==> src/rtl/uart_fmt_pkg.sv <==
package uart_fmt_pkg;

   // Latched frame-shape controls
   typedef struct packed {
      logic len8;     // 1: eight data bits, 0: seven
      logic par_en;   // 1: parity bit present
      logic par_odd;  // 1: odd parity, 0: even
      logic stop2;    // 1: two stop bits
   } fmt_t;

endpackage

==> src/rtl/uart_fmt_cfg.sv <==
module uart_fmt_cfg
   import uart_fmt_pkg::*;
(
   input  logic clk,
   input  logic rst_n,
   input  logic en,
   input  logic busy,
   input  fmt_t fmt_in,
   output fmt_t fmt_q
);

   // The format register follows the inputs only while disabled and idle.
   always_ff @(posedge clk or negedge rst_n) begin
      if (!rst_n) begin
         fmt_q <= '0;
      end else if (!en && !busy) begin
         fmt_q <= fmt_in;
      end
   end

endmodule

==> src/rtl/uart_fmt_framer.sv <==
module uart_fmt_framer
   import uart_fmt_pkg::*;
#(
   parameter int MAX_DATA = 8,
   parameter int FRAME_W  = MAX_DATA + 4,
   parameter int CNT_W    = $clog2(FRAME_W + 1)
) (
   input  fmt_t                fmt,
   input  logic [MAX_DATA-1:0] data,
   output logic [FRAME_W-1:0]  frame,
   output logic [CNT_W-1:0]    nbits
);

   localparam logic [CNT_W-1:0] LEN_LONG  = CNT_W'(MAX_DATA);
   localparam logic [CNT_W-1:0] LEN_SHORT = CNT_W'(MAX_DATA - 1);

   logic [CNT_W-1:0]    dlen;
   logic [CNT_W-1:0]    par_pos;
   logic [MAX_DATA-1:0] active;
   logic                par_bit;

   always_comb begin
      dlen    = fmt.len8 ? LEN_LONG : LEN_SHORT;
      par_pos = dlen + CNT_W'(1);
      active  = data;
      if (!fmt.len8) begin
         active[MAX_DATA-1] = 1'b0;
      end
      par_bit = (^active) ^ fmt.par_odd;

      // Frame is built least significant first; unused slots stay high.
      frame    = '1;
      frame[0] = 1'b0;
      for (int i = 0; i < MAX_DATA; i++) begin
         if (fmt.len8 || (i < MAX_DATA - 1)) begin
            frame[i+1] = data[i];
         end
      end
      if (fmt.par_en) begin
         frame[par_pos] = par_bit;
      end

      nbits = dlen + CNT_W'(2) + CNT_W'(fmt.par_en) + CNT_W'(fmt.stop2);
   end

endmodule

==> src/rtl/uart_fmt_bitclk.sv <==
module uart_fmt_bitclk #(
   parameter int TICKS = 16
) (
   input  logic clk,
   input  logic rst_n,
   input  logic clear,
   input  logic tick,
   output logic bit_done
);

   localparam int               TW   = (TICKS > 2) ? $clog2(TICKS) : 1;
   localparam bit               POW2 = ((TICKS & (TICKS - 1)) == 0);
   localparam logic [TW-1:0]    LAST = TW'(TICKS - 1);

   logic [TW-1:0] cnt_q;

   assign bit_done = tick && (cnt_q == LAST);

   generate
      if (POW2) begin : g_wrap
         // Natural wrap of the counter marks the bit boundary.
         always_ff @(posedge clk or negedge rst_n) begin
            if (!rst_n) begin
               cnt_q <= '0;
            end else if (clear) begin
               cnt_q <= '0;
            end else if (tick) begin
               cnt_q <= cnt_q + 1'b1;
            end
         end
      end else begin : g_cmp
         always_ff @(posedge clk or negedge rst_n) begin
            if (!rst_n) begin
               cnt_q <= '0;
            end else if (clear) begin
               cnt_q <= '0;
            end else if (tick) begin
               cnt_q <= (cnt_q == LAST) ? '0 : cnt_q + 1'b1;
            end
         end
      end
   endgenerate

endmodule

==> src/rtl/uart_fmt_tx.sv <==
module uart_fmt_tx
   import uart_fmt_pkg::*;
#(
   parameter int MAX_DATA      = 8,
   parameter int TICKS_PER_BIT = 16
) (
   input  logic                clk,
   input  logic                rst_n,
   input  logic                en,
   input  logic                tick16,
   input  logic                fmt_len8,
   input  logic                fmt_par_en,
   input  logic                fmt_par_odd,
   input  logic                fmt_stop2,
   input  logic [MAX_DATA-1:0] tx_data,
   input  logic                tx_valid,
   output logic                tx_ready,
   output logic                txd,
   output logic                busy
);

   localparam int FRAME_W = MAX_DATA + 4;
   localparam int CNT_W   = $clog2(FRAME_W + 1);

   generate
      if (MAX_DATA < 2) begin : g_bad_data
         $error("uart_fmt_tx: MAX_DATA must be at least 2");
      end
      if (TICKS_PER_BIT < 2) begin : g_bad_ticks
         $error("uart_fmt_tx: TICKS_PER_BIT must be at least 2");
      end
   endgenerate

   fmt_t               fmt_in;
   fmt_t               fmt_q;
   logic [FRAME_W-1:0] frame_w;
   logic [CNT_W-1:0]   nbits_w;
   logic [FRAME_W-1:0] shreg_q;
   logic [CNT_W-1:0]   left_q;
   logic               busy_q;
   logic               load;
   logic               bit_done;

   assign fmt_in = '{len8: fmt_len8, par_en: fmt_par_en,
                     par_odd: fmt_par_odd, stop2: fmt_stop2};

   assign tx_ready = en && !busy_q;
   assign load     = tx_valid && tx_ready;
   assign busy     = busy_q;
   assign txd      = busy_q ? shreg_q[0] : 1'b1;

   uart_fmt_cfg u_cfg (
      .clk    (clk),
      .rst_n  (rst_n),
      .en     (en),
      .busy   (busy_q),
      .fmt_in (fmt_in),
      .fmt_q  (fmt_q)
   );

   uart_fmt_framer #(
      .MAX_DATA (MAX_DATA),
      .FRAME_W  (FRAME_W),
      .CNT_W    (CNT_W)
   ) u_framer (
      .fmt   (fmt_q),
      .data  (tx_data),
      .frame (frame_w),
      .nbits (nbits_w)
   );

   uart_fmt_bitclk #(
      .TICKS (TICKS_PER_BIT)
   ) u_bitclk (
      .clk      (clk),
      .rst_n    (rst_n),
      .clear    (load),
      .tick     (tick16),
      .bit_done (bit_done)
   );

   always_ff @(posedge clk or negedge rst_n) begin
      if (!rst_n) begin
         shreg_q <= '1;
         left_q  <= '0;
         busy_q  <= 1'b0;
      end else if (load) begin
         shreg_q <= frame_w;
         left_q  <= nbits_w;
         busy_q  <= 1'b1;
      end else if (busy_q && bit_done) begin
         shreg_q <= {1'b1, shreg_q[FRAME_W-1:1]};
         left_q  <= left_q - 1'b1;
         if (left_q == CNT_W'(1)) begin
            busy_q <= 1'b0;
         end
      end
   end

endmodule

==> config.mk <==
export PLATFORM = sky130hd
export DESIGN_NAME = uart_fmt_tx
export DESIGN_NICKNAME = d
export VERILOG_FILES = /design/src/rtl/uart_fmt_pkg.sv /design/src/rtl/uart_fmt_cfg.sv /design/src/rtl/uart_fmt_framer.sv /design/src/rtl/uart_fmt_bitclk.sv /design/src/rtl/uart_fmt_tx.sv
export SDC_FILE = /design/constraint.sdc
export NUM_CORES = 1
export LEC_CHECK = 0
export CORE_UTILIZATION = 65
export CTS_CLUSTER_DIAMETER = 50
export CTS_CLUSTER_SIZE = 12
export DETAILED_ROUTE_END_ITERATION = 12
export DONT_BUFFER_PORTS = 1
export PLACE_DENSITY = 0.81
export REMOVE_ABC_BUFFERS = 1
export SYNTH_ARGS = -nofsm -noshare
export SYNTH_HDL_FRONTEND = slang
export SYNTH_SLANG_ARGS = --single-unit
==> constraint.sdc <==
create_clock -name clk -period 4.55 [get_ports clk]
set_input_delay 0.455 -clock clk [delete_from_list [all_inputs] [get_ports clk]]
set_output_delay 0.455 -clock clk [all_outputs]
set_load 0.005 [all_outputs]
==> reports/metrics.cfg, run 1 <==
[pwr]
sw_frac_of_total=0.349
p_comb_frac=0.314
power.switching_mw=0.257
p_per_area_nw_per_um2=592
power_frac_clock=0.129
p_leak_nw=0.521
seqPwrFrac=0.557
internal_power_mw=0.480
peakVddDrop_v=0.000352

[clocking]
post_cts_resized=0
clock_latency_ns=0.32
cts_inserted_buffers=3
cts_buffer_depth=2
cts.sinks=23
cts_tree=done
htree_levels=1
root_buffer=clkbuf_4
clk_pin_slew_ns=0.13
cts_setup_buffers=0

[placement]
gp_congestion=0.762
placed_area_um2=1210
io_buffers=0
dp_hpwl_um=1450

[timing]
finClkSkew_ns=0.0125
setup_violations=0
fmaxAchievable_mhz=578
finalCriticalPeriod_ns=1.73
fin_crit_sh=0.380
finalHoldViolCount=0
slew_headroom=0.336
fin_tns_setup_ns=0
rsz0062_at_grt=no
worstMarginPinSlew_ns=0.992
finalMaxSlewViolations=0

[setup_path]
cp_slowest_stage_delay_ns=0.43
cp.required_ns=4.77
start_kind=flip-flop
cp-end-kind=flip-flop
path_delay_family=simple AND/OR/NAND/NOR gates
cp_slowest_cell=dfrtp_1
crit_chain=ha_1 -> and4_1 -> nand2_1 -> nand2_1 -> o221a_2
critPathKind=flip-flop to flip-flop
cp_max_fo=11
crit_path_frequent_cell=nand2_1
path_buf_inv=0
cp.arrival_ns=1.95

[floorplan]
num_rows=15
core_um2=1730
dieArea_um2=2030
start_util=0.698
ios=20
die_y_um=45.1
die_w_um=45.1

[logic_synthesis]
synth_common_cells=nand2_1 (17), nor2_1 (15), dfrtp_1 (13)
synth-edff-count=0
synthTopCellsByArea=dfrtp_1 (27%), dfstp_2 (22%), xnor2_1 (7.3%), nand2_1 (5.3%), nor2_1 (4.7%)
syn_inst=119
synth_top_area_share=0.270
synth_ff_type=dfrtp_1
synth-seq-cells=23
yosys.area.top_type=dfrtp_1
yosys_warnings=0
async_flop_share=1.00
yosysSeqAreaShare=0.488
synth.most_common_cell=nand2_1
ys_types=31
avgSynthCellArea_um2=10.1
netlist_area_um2=1200

[global_route]
first_global_vias=736
grt_pass1_wl_um=3350
grt_max_degree=24
grt_overflow_total=0
grt.total_usage=0.239
antenna_found_initial=0

[detailed_routing]
drc=0
drt.antenna.violating_nets=0
drt_iter0_markers=13
vias_per_cell=5.68
drt-total-wl_um=2020
routedWlPerCell_um=14.0
dr.pass1.iters=4
route.vias.total=818

[final_layout]
seqCellArea_um2=588
nFillCells=130
final_area_um2=1240
n_antenna_cell=0
multi_input_area_um2=578
syn2layout_area_growth_pct=3.32
drive_gt1_frac=0.160
final_nets=142

[job]
drv_cap=0

[outcome]
outcome=finished clean

[min_path]
hold_path_class=input pin to flip-flop

worst reg2reg max path, cell delays in order (launching register included):
cell,delay (ns)
dfrtp_1,0.43
ha_1,0.22
and4_1,0.22
nand2_1,0.32
nand2_1,0.18
o221a_2,0.27
power by group through the flow:
| stage | registers (mW) | clock network (mW) | logic, mW |
|---|---|---|---|
| detailed placement | 0.415 | 0 | 0.230 |
| global route | 0.425 | 0.106 | 0.271 |
| CTS | 0.410 | 0.0974 | 0.236 |
| floorplan | 0.394 | 0 | 0.193 |
| global placement | 0.411 | 0 | 0.220 |
| finish | 0.410 | 0.0951 | 0.231 |
sequential cells by signal (all words and copies together) (netlist names):
| register | flops |
|---|---|
| busy | 1 |
| u_bitclk.cnt_q | 4 |
| left_q | 4 |
| u_cfg.fmt_q | 4 |
| shreg_q | 10 |
cell usage in the layout, fill, tap and decap left out, drive strengths merged, types with 3 or more instances in the layout:
| cell | instances |
|---|---|
| a21oi | 9 |
| clkbuf | 4 |
| dfrtp | 13 |
| dfstp | 10 |
| ha | 4 |
| inv | 3 |
| mux2 | 3 |
| nand2 | 17 |
| nand3 | 4 |
| nor2 | 15 |
| o21ai | 4 |
| xnor2 | 10 |
| xor2 | 4 |
area by class of cell:
class | count | share of cell area
sequential | 23 | 0.472
tap | 25 | 0.0251
multi-input combinational | 88 | 0.464
timing repair buffer | 1 | 0.00804
clock buffer | 4 | 0.0211
inverter | 3 | 0.00905
metal layers:
metal  GRT usage  vias up  share of wire
li1            -      398              -
met1       0.337      395           0.45
met2       0.342       20           0.49
met3      0.0440        5          0.043
met4       0.145        0          0.023
met5           0        -              0
final timing paths:
check,start,end,slack [ns],cells past startpoint
max in group asynchronous,rst_n,u_bitclk.cnt_q[3]$_DFFE_PN0P_,3.21,1
setup reg to reg,u_bitclk.cnt_q[0]$_DFFE_PN0P_,left_q[0]$_DFFE_PN0P_,2.82,5
min in group asynchronous,rst_n,u_cfg.fmt_q[1]$_DFFE_PN0P_,0.73,1
hold reg to reg,shreg_q[1]$_DFFE_PN1P_,shreg_q[0]$_DFFE_PN1P_,0.46,2
hold / removal,tx_data[3],shreg_q[4]$_DFFE_PN1P_,0.25,2
setup / recovery,u_bitclk.cnt_q[0]$_DFFE_PN0P_,left_q[0]$_DFFE_PN0P_,2.82,5
logic make-up after synthesis:
group,count (synthesis),synth area share
xor gates and xnor gates,14,0.102
buffers and inverters,8,0.0322
DFF,23,0.488
adders and majority gates,5,0.0582
AOI/OAI and AO/OA,19,0.101
and+or+nand+nor,46,0.183
muxes,4,0.0363
stage by stage:
stage / hold slack (ns) / power, mW / setup slack [ns] / util / cells
6_report: 0.249 / 0.736 / 2.82 / 0.721 / 144
5_1_grt: 0.247 / 0.801 / 2.67 / 0.721 / 144
4_1_cts: 0.248 / 0.744 / 2.81 / 0.721 / 144
3_5_place_dp: 0.160 / 0.645 / 2.82 / 0.700 / 139
3_3_place_gp: 0.160 / 0.630 / 2.87 / 0.700 / 139
2_1_floorplan: 0.159 / 0.587 / 2.98 / - / 114
timing repair:
action / in CTS / in global routing
endpoints found under the hold margin: 23 / 0
setup endpoints to repair: 0 / 0
hold buffers: 1 / 0
Note: power is estimated with default switching activity, not from simulation.
==> run 2, diff against run 1 <==
- CORE_UTILIZATION: 65 -> 61
- PLACE_DENSITY: 0.81 -> 0.77
- clock period: 4.55 -> 1.65 ns (I/O delays scaled with it)
==> run 2 against run 1 <==
Against the previous run:
- non-clock buffer count rose by 17
- clock power rose to 2.8 times the previous value
- register-to-register slack got worse by 2.7 ns
- combinational power rose to 3.0 times the previous value
- critical path type unchanged
- highest routed layer unchanged
==> reports/metrics.cfg, run 2 (synthesis gave the netlist of run 1 again) <==
[outcome]
outcome=finished clean

[global_route]
grt_max_degree=24
grt_pass1_wl_um=3570
grt_overflow_total=0
grt.total_usage=0.242
first_global_vias=875
antenna_found_initial=0

[floorplan]
start_util=0.676
core_um2=1780
die_y_um=46.4
die_w_um=46.4
ios=20
num_rows=15
dieArea_um2=2160

[clocking]
cts.sinks=23
cts_buffer_depth=2
htree_levels=1
clk_pin_slew_ns=0.11
clock_latency_ns=0.32
cts_tree=done
root_buffer=clkbuf_4
cts_inserted_buffers=3

[detailed_routing]
drt_iter0_markers=10
vias_per_cell=5.52
drt-total-wl_um=2240
dr.pass1.iters=5
drc=0
drt.antenna.violating_nets=0
routedWlPerCell_um=13.9
route.vias.total=889

[pwr]
p_comb_frac=0.333
power_frac_clock=0.126
sw_frac_of_total=0.351
p_per_area_nw_per_um2=1480
p_leak_nw=0.599
seqPwrFrac=0.541
internal_power_mw=1.36
finalPower_mw=2.09
peakVddDrop_v=0.00128
power.switching_mw=0.732

[timing]
finClkSkew_ns=0.0181
setup_violations=0
fin_ws_ns=0.0943
finalHoldViolCount=0
fin_crit_sh=0.943
slew_headroom=0.324
worstMarginPinSlew_ns=1.01
finalMaxSlewViolations=0
finalCriticalPeriod_ns=1.56
fmaxAchievable_mhz=643

[min_path]
hold_path_class=input pin to flip-flop

[placement]
io_buffers=0
dp_hpwl_um=1540
pre_cts_ws_ns=-0.00609
gp_congestion=0.774

[job]
drv_cap=0

[final_layout]
drive_gt1_frac=0.206
final_nets=159
n_antenna_cell=0
syn2layout_area_growth_pct=16.7
largest_reg_flops=10
regMostFlops=shreg_q
final_common_cell=nand2_1
mostFrequentLayoutCells=nand2_1 (16), nor2_1 (15), dfrtp_1 (13)

[setup_path]
critPathKind=flip-flop to flip-flop
cp-end-kind=flip-flop
crit_chain=ha_1 -> and4_1 -> and2_4 -> nand2_1 -> xor2_1 -> o21ai_0
cp_slowest_cell=dfrtp_1
start_kind=flip-flop
cp_slowest_stage_delay_ns=0.43
cp.arrival_ns=1.73
cp.required_ns=1.83
cp_max_fo=11

==> run 2: worst max-delay path: cells and delay by family, from the launching register on <==
kind,cells,cell delay (ns)
AO/OA/AOI/OAI,1,0.10
XOR/XNOR,1,0.15
adder cells (fa/ha/maj),1,0.22
flip-flops,1,0.43
AND/OR/NAND/NOR,3,0.53
==> run 2: final timing paths <==
kind	from	to	slack, ns	depth (start not counted)
worst max-delay path	u_bitclk.cnt_q[0]$_DFFE_PN0P_	left_q[2]$_DFFE_PN0P_	0.09	6
worst min-delay path	tick16	u_bitclk.cnt_q[0]$_DFFE_PN0P_	0.02	2
worst max register to register	u_bitclk.cnt_q[0]$_DFFE_PN0P_	left_q[2]$_DFFE_PN0P_	0.09	6
worst min register to register	shreg_q[1]$_DFFE_PN1P_	shreg_q[0]$_DFFE_PN1P_	0.47	2
max in group asynchronous	rst_n	left_q[2]$_DFFE_PN0P_	0.58	1
min in group asynchronous	rst_n	left_q[3]$_DFFE_PN0P_	0.44	1
==> run 2: layer usage <==
metal | wire [µm] | up-vias | track usage
met5 | 0 | - | 0
met4 | 31 | 0 | 0.106
met3 | 86 | 4 | 0.0471
met2 | 1160 | 24 | 0.408
met1 | 959 | 430 | 0.295
li1 | - | 431 | -
==> run 2: cell type report <==
type,instances,area [µm²]
Timing Repair Buffer,18,165
Tap cell,25,31.3
Inverter,3,11.3
Multi-Input combinational cell,88,583
Clock inverter,1,5.00
Fill cell,119,377
Clock buffer,3,22.5
Sequential cell,23,588
==> run 2: what timing repair did <==
action / CTS / global route
setup endpoints to repair: 1 / 2
hold endpoints to repair: 33 / 1
hold buffers: 11 / 1
setup buffers: 0 / 0
pin swaps: 0 / 0
resized for setup: 1 / 2
==> run 2: stage by stage <==
step                      hold slack [ns]  instance area [µm²]  instances   TNS, ns   util
after floorplan                    -0.131                 1180        114         0      -
after global placement             -0.130                 1250        145         0  0.703
after detailed placement           -0.130                 1250        145  -0.00609  0.703
after CTS                         0.00116                 1390        160         0  0.781
after global routing               0.0221                 1410        161   -0.0141  0.789
final                              0.0186                 1410        161         0  0.789
==> run 2: power by group through the flow <==
stage               registers (mW)  logic (mW)  clock network [mW]
floorplan                     1.09       0.532                   0
global placement              1.12       0.628                   0
detailed placement            1.14       0.652                   0
CTS                           1.12       0.687               0.269
global route                  1.17       0.794               0.285
finish                        1.13       0.695               0.263
==> run 3, diff against run 2 <==
- CORE_UTILIZATION: 61 -> 55
- PLACE_DENSITY: 0.77 -> 0.68
==> run 3 against run 2 <==
Against the previous run:
- cell count up 1.2%
- clock-buffer cell count rose by 1
- maximum frequency shrank 0.36%
- non-clock buffer count unchanged
- critical path depth stayed put
- routed wire length grew 6.0%
==> reports/metrics.cfg, run 3 (synthesis gave the netlist of run 1 again) <==
[outcome]
outcome=finished clean

[final_layout]
final_nets=159
final_cells=163
n_antenna_cell=0
syn2layout_area_growth_pct=16.5
drive_gt1_frac=0.221
final_area_um2=1400
final_common_cell=nand2_1
nFillCells=167
regMostFlops=shreg_q
largest_reg_flops=10
mostFrequentLayoutCells=nand2_1 (16), nor2_1 (15), dfrtp_1 (13)
final_util=0.701

[clocking]
clock_latency_ns=0.31
cts.sinks=23
clk_pin_slew_ns=0.13
htree_levels=1
root_buffer=clkbuf_4
cts_buffer_depth=2
cts_inserted_buffers=3
cts_tree=done

[placement]
placed_area_um2=1260
pre_cts_ws_ns=-0.0307
gp_congestion=0.771
io_buffers=0
dp_cells=148
dp_hpwl_um=1620

[pwr]
internal_power_mw=1.37
p_per_area_nw_per_um2=1500
seqPwrFrac=0.537
peakVddDrop_v=0.00105
p_comb_frac=0.339
sw_frac_of_total=0.348
p_leak_nw=0.597
power_frac_clock=0.124
finalPower_mw=2.10
power.switching_mw=0.731

[job]
drv_cap=0

[floorplan]
start_util=0.602
die_w_um=48.8
dieArea_um2=2380
ios=20
core_um2=2000
num_rows=16
die_y_um=48.8

[setup_path]
critPathKind=flip-flop to flip-flop
cp-end-kind=flip-flop
path_delay_family=simple AND/OR/NAND/NOR gates
ff2ff_path_depth=6
crit_chain=ha_1 -> and4_2 -> and2_4 -> nand2_1 -> xor2_1 -> o21ai_0
start_kind=flip-flop
cp_max_fo=11
path_buf_inv=0
cp-startpoint=u_bitclk.cnt_q[0]$_DFFE_PN0P_
cp.depth=6
cp_slowest_stage_delay_ns=0.41
endpoint=left_q[2]$_DFFE_PN0P_
rrSetupSlack_ns=0.09
rr_endpoint=left_q[2]$_DFFE_PN0P_
cp_slowest_cell=dfrtp_1
regToRegStartpoint=u_bitclk.cnt_q[0]$_DFFE_PN0P_
cp.arrival_ns=1.75
cp.required_ns=1.84

[timing]
whs_ns=0.00355
rsz0062_at_grt=no
fin_crit_sh=0.946
slew_headroom=0.309
fin_tns_setup_ns=0
finalHoldViolCount=0
finClkSkew_ns=0.00596
fmaxAchievable_mhz=640
finalMaxSlewViolations=0
finalCriticalPeriod_ns=1.56
fin_ws_ns=0.0887
worstMarginPinSlew_ns=1.03
setup_violations=0

[detailed_routing]
dr.pass1.iters=5
wl_met1_um=1040
drc=0
route.vias.total=875
routedWlPerCell_um=14.6
met3_length_um=85
dr.max_layer_used=met4
drt_iter0_markers=10
vias_per_cell=5.37
routed-wl-met2_um=1220
drt-total-wl_um=2370
drt.antenna.violating_nets=0

[global_route]
grt.total_usage=0.228
antenna_found_initial=0
grt_max_degree=24
grt_pass1_wl_um=4020
first_global_vias=894
grt_overflow_total=0

[min_path]
hold_path_class=input pin to flip-flop

==> run 3: worst reg2reg max path, stage by stage (launching register included) <==
cell	delay (ns)
dfrtp_1	0.41
ha_1	0.23
and4_2	0.27
and2_4	0.21
nand2_1	0.09
xor2_1	0.15
o21ai_0	0.08
==> run 3: power groups by stage <==
stage          logic, mW  registers [mW]  clock network [mW]
2_1_floorplan      0.532            1.09                   0
3_3_place_gp       0.631            1.12                   0
3_5_place_dp       0.663            1.14                   0
4_1_cts            0.694            1.13               0.265
5_1_grt            0.805            1.16               0.291
6_report           0.713            1.13               0.260
==> run 3: metal layers <==
metal,global-route usage,vias to the layer above
met2,0.389,22
met3,0.0312,2
met1,0.293,419
met5,0,-
met4,0.0882,0
li1,-,432
==> run 3: worst min path at each step <==
stage | slack [ns] | to | from | depth (start not counted)
final | 0.004 | shreg_q[6]$_DFFE_PN1P_ | tx_data[5] | 2
after global routing | 0.01 | shreg_q[5]$_DFFE_PN1P_ | tx_data[4] | 2
after CTS | 0.002 | shreg_q[6]$_DFFE_PN1P_ | tx_data[5] | 2
after detailed placement | -0.13 | u_bitclk.cnt_q[3]$_DFFE_PN0P_ | rst_n | 0
after global placement | -0.13 | u_bitclk.cnt_q[2]$_DFFE_PN0P_ | rst_n | 0
after floorplan | -0.13 | busy$_DFFE_PN0P_ | rst_n | 0
==> run 3: timing repair <==
| item | 4_1_cts | 5_1_grt |
|---|---|---|
| cloned | 0 | 0 |
| gates resized for setup | 1 | 3 |
| setup buffers | 0 | 1 |
| hold endpoints to repair | 31 | 1 |
| hold buffers | 9 | 1 |
| setup endpoints to repair | 1 | 7 |
==> run 3: final cells by class <==
class	count	area [µm²]	share of cell area
Sequential cell	23	588	0.419
Multi-Input combinational cell	88	584	0.416
Timing Repair Buffer	18	160	0.114
Tap cell	27	33.8	0.0241
Clock buffer	4	26.3	0.0187
Inverter	3	11.3	0.00802
